### src/rtl/rg_pkg.sv
package rg_pkg;

    typedef enum logic [2:0] {
        PH_IDLE = 3'd0,
        PH_T1   = 3'd1,
        PH_T2   = 3'd2,
        PH_T3   = 3'd3,
        PH_TW   = 3'd4,
        PH_T4   = 3'd5
    } phase_e;

    typedef enum logic [1:0] {
        XS_OPEN = 2'd0,
        XS_HOLD = 2'd1,
        XS_DEAD = 2'd2
    } xchg_e;

    typedef struct packed {
        logic lock;
        logic split_lo;
        logic ack_first;
    } cyc_flags_t;

    // A request seen in one of these phases is in time for the current cycle's T4.
    function automatic logic is_early_phase(input logic [2:0] ph);
        return (ph == PH_IDLE) || (ph == PH_T1) || (ph == PH_T2);
    endfunction

    // The T4 release point is usable only when no qualifier blocks it.
    function automatic logic t4_release_ok(input cyc_flags_t f);
        return !(f.lock || f.split_lo || f.ack_first);
    endfunction

endpackage

### src/rtl/rg_req_tracker.sv
module rg_req_tracker
    import rg_pkg::*;
#(
    parameter int NCH = 2
) (
    input  logic           clk,
    input  logic           rst,
    input  logic [NCH-1:0] rq_n_i,
    input  logic [NCH-1:0] cap_en,
    input  logic [NCH-1:0] gnt,
    input  logic [2:0]     phase,
    output logic [NCH-1:0] pend,
    output logic [NCH-1:0] armed
);

    logic early;
    assign early = is_early_phase(phase);

    for (genvar c = 0; c < NCH; c++) begin : g_chan
        logic cap;
        assign cap = cap_en[c] & ~rq_n_i[c];

        always_ff @(posedge clk) begin
            if (rst) begin
                pend[c]  <= 1'b0;
                armed[c] <= 1'b0;
            end else begin
                pend[c]  <= ~gnt[c] & (pend[c] | cap);
                armed[c] <= ~gnt[c] & (pend[c] | cap) & (armed[c] | early);
            end
        end

        AST_ARMED_NEEDS_PEND: assert property (@(posedge clk) disable iff (rst)
            armed[c] |-> pend[c]) else $error("armed without pending");
    end

endmodule

### src/rtl/rg_grant_pick.sv
module rg_grant_pick
    import rg_pkg::*;
#(
    parameter int NCH = 2
) (
    input  logic           clk,
    input  logic           rst,
    input  logic [NCH-1:0] pend,
    input  logic [NCH-1:0] armed,
    input  logic [2:0]     phase,
    input  cyc_flags_t     flags,
    input  logic           open,
    output logic [NCH-1:0] gnt
);

    logic [NCH-1:0] elig;
    logic           at_idle;
    logic           at_t4;

    assign at_idle = (phase == PH_IDLE);
    assign at_t4   = (phase == PH_T4) && t4_release_ok(flags);

    for (genvar c = 0; c < NCH; c++) begin : g_elig
        assign elig[c] = open & pend[c] & (at_idle | (at_t4 & armed[c]));
    end

    // Lowest index wins.
    always_comb begin
        gnt = '0;
        for (int c = NCH - 1; c >= 0; c--) begin
            if (elig[c]) gnt = NCH'(1) << c;
        end
    end

    AST_GNT_ONEHOT: assert property (@(posedge clk) disable iff (rst)
        $onehot0(gnt)) else $error("more than one grant");

    AST_GNT_PHASE: assert property (@(posedge clk) disable iff (rst)
        (|gnt) |-> (phase == PH_T4 || phase == PH_IDLE)) else $error("grant off T4/idle");

    AST_T4_BLOCKED: assert property (@(posedge clk) disable iff (rst)
        (phase == PH_T4 && (flags.lock || flags.split_lo || flags.ack_first)) |-> (gnt == '0))
        else $error("grant despite blocking qualifier");

endmodule

### src/rtl/rg_xchg_fsm.sv
module rg_xchg_fsm
    import rg_pkg::*;
#(
    parameter int NCH = 2
) (
    input  logic           clk,
    input  logic           rst,
    input  logic [NCH-1:0] rq_n_i,
    input  logic [NCH-1:0] gnt,
    output logic [NCH-1:0] cap_en,
    output logic           open,
    output logic           bus_float,
    output logic           stall
);

    localparam int IW = (NCH > 1) ? $clog2(NCH) : 1;

    xchg_e         state;
    logic [IW-1:0] owner;
    logic [IW-1:0] gnt_idx;

    always_comb begin
        gnt_idx = '0;
        for (int c = 0; c < NCH; c++) begin
            if (gnt[c]) gnt_idx = IW'(c);
        end
    end

    always_ff @(posedge clk) begin
        if (rst) begin
            state <= XS_OPEN;
            owner <= '0;
        end else begin
            case (state)
                XS_OPEN: if (|gnt) begin
                    state <= XS_HOLD;
                    owner <= gnt_idx;
                end
                XS_HOLD: if (!rq_n_i[owner]) state <= XS_DEAD;
                XS_DEAD: state <= XS_OPEN;
                default: state <= XS_OPEN;
            endcase
        end
    end

    assign open      = (state == XS_OPEN);
    assign bus_float = (state == XS_HOLD);
    assign stall     = bus_float | (|gnt);

    for (genvar c = 0; c < NCH; c++) begin : g_cap
        assign cap_en[c] = open & ~gnt[c];
    end

    AST_GNT_THEN_FLOAT: assert property (@(posedge clk) disable iff (rst)
        (|gnt) |=> bus_float) else $error("no hold after grant");

    AST_HOLD_NO_GNT: assert property (@(posedge clk) disable iff (rst)
        bus_float |-> (gnt == '0)) else $error("grant during hold");

    AST_DEAD_QUIET: assert property (@(posedge clk) disable iff (rst)
        $fell(bus_float) |-> (gnt == '0 && !stall)) else $error("activity in dead clock");

    AST_HOLD_ENDS_ON_OWNER: assert property (@(posedge clk) disable iff (rst)
        (bus_float && rq_n_i[owner]) |=> bus_float) else $error("hold ended without release");

endmodule

### src/rtl/rg_bus_handover.sv
module rg_bus_handover
    import rg_pkg::*;
#(
    parameter int NCH = 2
) (
    input  logic           clk,
    input  logic           rst,
    input  logic [2:0]     phase_i,
    input  logic           lock_i,
    input  logic           split_lo_i,
    input  logic           ack_first_i,
    input  logic [NCH-1:0] rq_n_i,
    output logic [NCH-1:0] rq_n_o,
    output logic [NCH-1:0] rq_oe_o,
    output logic           bus_float_o,
    output logic           seq_stall_o
);

    cyc_flags_t     flags;
    logic [NCH-1:0] pend;
    logic [NCH-1:0] armed;
    logic [NCH-1:0] gnt;
    logic [NCH-1:0] cap_en;
    logic           open;

    assign flags = '{lock: lock_i, split_lo: split_lo_i, ack_first: ack_first_i};

    rg_req_tracker #(.NCH(NCH)) u_trk (
        .clk    (clk),
        .rst    (rst),
        .rq_n_i (rq_n_i),
        .cap_en (cap_en),
        .gnt    (gnt),
        .phase  (phase_i),
        .pend   (pend),
        .armed  (armed)
    );

    rg_grant_pick #(.NCH(NCH)) u_pick (
        .clk   (clk),
        .rst   (rst),
        .pend  (pend),
        .armed (armed),
        .phase (phase_i),
        .flags (flags),
        .open  (open),
        .gnt   (gnt)
    );

    rg_xchg_fsm #(.NCH(NCH)) u_fsm (
        .clk       (clk),
        .rst       (rst),
        .rq_n_i    (rq_n_i),
        .gnt       (gnt),
        .cap_en    (cap_en),
        .open      (open),
        .bus_float (bus_float_o),
        .stall     (seq_stall_o)
    );

    assign rq_oe_o = gnt;
    assign rq_n_o  = ~gnt;

    AST_GNT_ONE_CLOCK: assert property (@(posedge clk) disable iff (rst)
        (|rq_oe_o) |=> (rq_oe_o == '0)) else $error("grant wider than one clock");

endmodule

### config.mk
export PLATFORM = sky130hd
export DESIGN_NAME = rg_bus_handover
export DESIGN_NICKNAME = d
export VERILOG_FILES = /design/src/rtl/rg_pkg.sv /design/src/rtl/rg_req_tracker.sv /design/src/rtl/rg_grant_pick.sv /design/src/rtl/rg_xchg_fsm.sv /design/src/rtl/rg_bus_handover.sv
export SDC_FILE = /design/constraint.sdc
export NUM_CORES = 1
export LEC_CHECK = 0
export BUFFER_PORTS_ARGS = -buffer_cell sky130_fd_sc_hd__buf_4
export CAP_MARGIN = 20
export CORE_AREA = 2 2 39 41
export CTS_BUF_LIST = sky130_fd_sc_hd__clkbuf_4 sky130_fd_sc_hd__clkbuf_8
export CTS_CLUSTER_SIZE = 10
export DETAILED_ROUTE_END_ITERATION = 12
export DIE_AREA = 0 0 41 43
export PLACE_DENSITY = 0.49
export SLEW_MARGIN = 20
export SYNTH_ARGS = -nofsm -noshare
export SYNTH_HDL_FRONTEND = slang
export SYNTH_SLANG_ARGS = --single-unit
### constraint.sdc
create_clock -name clk -period 2.1 [get_ports clk]
set_input_delay 0.42 -clock clk [delete_from_list [all_inputs] [get_ports clk]]
set_output_delay 0.42 -clock clk [all_outputs]
set_load 0.01 [all_outputs]
==> Implementation_results.wiki <==
{| class="wikitable"
! Metric !! Value
|-
| Required arrival time at the worst endpoint || 1.68 ns
|-
| Synth area leader || dfxtp_1
|-
| Main flop type after synthesis || dfxtp_1
|-
| Total standard cell area after synthesis || 372.9 um2
|-
| Drt initial violations || 7
|-
| Synth Net Count || 55
|-
| Worst hold path type || input pin to register
|-
| Period utilization || 88.96%
|-
| Pin count of the biggest net entering global routing || 9
|-
| Slew at the pin with the worst max-slew slack || 0.2439 ns
|-
| Number of max-slew violations in the final report || 0
|-
| Normalized max-slew margin || 83.68%
|-
| Via count || 383
|-
| Placed cells || 75
|-
| Average size of a mapped cell || 8.286 um2
|-
| Standby leakage power || 0.2360 nW
|-
| Cell-internal power || 0.2548 mW
|-
| Final nets || 74
|-
| Die Span Y || 43 um
|-
| Post-synthesis share of cell area spent on full adders, half adders and majority gates || 0%
|-
| PwrDens || 629.9 mW/mm2
|-
| Placed cell areas || 501.7 um2
|-
| Vias in the first global route || 330
|-
| Final worst-path setup slack || 0.2319 ns
|-
| Syn-to-layout area delta || 42.62%
|-
| Post-Route Utilization || 38.43%
|-
| Post-placement setup slack || 0.2401 ns
|-
| CP Cell Sequence || buf_4, and4bb_1, nand3_1, a211o_1, nand2_1, buf_4
|-
| Setup TNS || 0 ns
|-
| I/O pin count || 16
|-
| Net switching power figure || 0.08019 mW
|-
| Layout cell share with drive strength beyond 1 || 38.10%
|-
| Area of the placeable core || 0.001384 mm2
|-
| Via density per instance || 4.848
|-
| Number of setup violations in the final report || 0
|-
| Synthesized-area fraction occupied by ao, oa, aoi and oai cells || 16.44%
|-
| Worst setup SP type || input pin
|-
| Count of buffers inserted at the top-level ports || 15
|-
| Cts-stage hold buffer count || 0
|-
| Relative contribution of sequential cells to total power || 44.1%
|-
| Post-route worst hold slack || 0.4124 ns
|-
| Count of standard-cell rows || 14
|-
| Number of diodes || 0
|-
| Sum of net half-perimeters after detailed placement || 644.4 um
|-
| Number of DRC violations after detailed routing || 0
|-
| Gate Count Post-Synth || 45
|-
| Top cells by area in the synthesized netlist || dfxtp_1 (38%), nor3_1 (8.1%), nor2_1 (7.0%), nor4_4 (5.7%), and4bb_1 (3.4%)
|-
| Share of synthesized flip-flops with an asynchronous set or reset || 0%
|-
| Worst IR Drop VDD || 268.1 uV
|-
| Share of power burned in the clock network || 39.8%
|-
| CTS max path bufs || 2
|-
| PnR Total Power || 0.3350 mW
|-
| CTS sink count || 7
|-
| Max stage delay on crit path || 0.33 ns
|-
| Highest achievable clock rate || 535.3 MHz
|-
| Placer's final routability congestion estimate || 0.6779
|-
| Mux share of post-synthesis cell area || 3.020%
|-
| Highest net fanout along the worst path || 3
|-
| First-pass GRT wire length || 1.324 mm
|-
| Period minus WS final || 1.868 ns
|-
| H-Tree Level Count || 1
|-
| Post-synthesis xor/xnor area fraction || 0%
|-
| Relative contribution of combinational cells to total power || 16.1%
|-
| CP max-delay cell || a211o_1
|-
| Final clock skew || 0.0004710 ns
|-
| RSZ-0062 raised after global routing || false
|-
| Number of maximum-capacitance constraint violations || 0
|-
| Dominant combinational cell family by area after synthesis || simple AND/OR/NAND/NOR gates
|-
| Yosys Warn Count || 0
|-
| Synth top cells by count || dfxtp_1 (7), nor2_1 (7), nor3_1 (6), nand2_1 (3)
|-
| Effective utilization at floorplan || 26.94%
|-
| Number of buffers added for setup after CTS || 0
|-
| Die width || 41 um
|-
| Insertion delay to the later sink of the worst-skew pair || 0.25 ns
|-
| Count of distinct cell types in the synthesized netlist || 23
|-
| Proportion of netlist area held by the largest area contributor || 37.58%
|-
| Global-route congestion overflow total || 0
|-
| Setup crit end kind || output port
|-
| Routed Wire Length || 796 um
|-
| Share of total power consumed by net switching || 23.94%
|-
| Final cell area excluding filler cells || 531.8 um2
|-
| Part of the Yosys area used for sequential elements || 37.58%
|-
| Post-DRT Antenna Nets || 0
|-
| Number of search-and-repair iterations in the first detailed-routing pass || 4
|-
| Detailed-route wire length per cell || 10.08 um
|-
| Clock transition at the registers of the reported paths || 0.05 ns
|-
| Simple-gate portion of the synthesized area || 36.91%
|-
| Post-cts sizing count || 0
|-
| Number of antenna violations at the first check in global routing || 0
|-
| Data arrival at the endpoint of the critical path || 1.45 ns
|-
| Total GRT Usage || 11.26%
|-
| Most frequent CP cell || buf_4
|-
| TritonCTS clock tree || yes
|-
| Cell at the root of the clock tree || clkbuf_4
|-
| Run status || complete, no violations
|-
| Final-report hold violation count || 0
|-
| Worst setup path class || input pin to output port
|-
| Register bit count reported by yosys || 7
|-
| Number of clock buffers inserted by TritonCTS || 3
|-
| Area of the die || 0.001763 mm2
|-
| Number of flops mapped to enable cells by yosys || 0
|-
| Final cell count without fillers || 79
|}
==> power by group through the flow <==
stage	combinational (mW)	clock (mW)	sequential [mW]
3_3_place_gp	0.0547	0	0.151
6_report	0.0539	0.133	0.148
3_5_place_dp	0.0542	0	0.151
2_1_floorplan	0.0308	0	0.149
5_1_grt	0.0602	0.150	0.149
4_1_cts	0.0546	0.138	0.148
==> worst max-delay path, delay by kind of cell <==
family	cells	cell delay (ns)
AOI/OAI and AO/OA	1	0.33
buffers and inverters	2	0.21
and+or+nand+nor	3	0.48
==> area by class of cell <==
cell class / instances / area (um2)
clock buffer: 4 / 30.03
sequential: 7 / 140.1
timing repair buffer: 16 / 120.1
multi-input combinational: 33 / 210.2
tap: 16 / 20.02
fill: 163 / 852.1
inverter: 3 / 11.26
==> registers in the layout (all words and copies together) (netlist names) <==
name	flops
u_trk.armed	2
u_trk.pend	2
u_fsm.state	2
u_fsm.owner	1
==> worst paths after layout <==
| path | depth (start not counted) | end | slack [ns] | from |
|---|---|---|---|---|
| worst max-delay path | 6 | seq_stall_o | 0.23 | split_lo_i |
| worst max register to register | 4 | u_fsm.owner | 0.90 | u_trk.pend[0] |
| worst min-delay path | 2 | u_fsm.state[0] | 0.41 | rst |
| worst min register to register | 2 | u_trk.armed[0] | 0.53 | u_trk.armed[0] |
==> cells in the final DEF (no fill, tap or decap), types with 2 or more instances in the layout <==
cell and instances:
buf_4 16, nor3_1 6, o21ai_1 2, dfxtp_1 7, nor2_1 7, inv_1 2
a21oi_1 2, clkbuf_4 4, nand2_1 3
==> logic make-up (layout without fill, tap and decap cells) <==
| group | Yosys count | count (layout) |
|---|---|---|
| buf+inv | 5 | 23 |
| compound gates | 9 | 9 |
| flops | 7 | 7 |
| simple gates | 23 | 23 |
| mux | 1 | 1 |
==> metal layers <==
| layer | share of wire [%] | vias up | track usage, % |
|---|---|---|---|
| li1 | - | 197 | - |
| met1 | 45 | 166 | 16.13 |
| met2 | 44 | 18 | 13.75 |
| met3 | 11 | 2 | 3.141 |
| met4 | 0.50 | 0 | 8.000 |
| met5 | 0 | - | 0 |
Note: power is estimated with default switching activity, not from simulation.
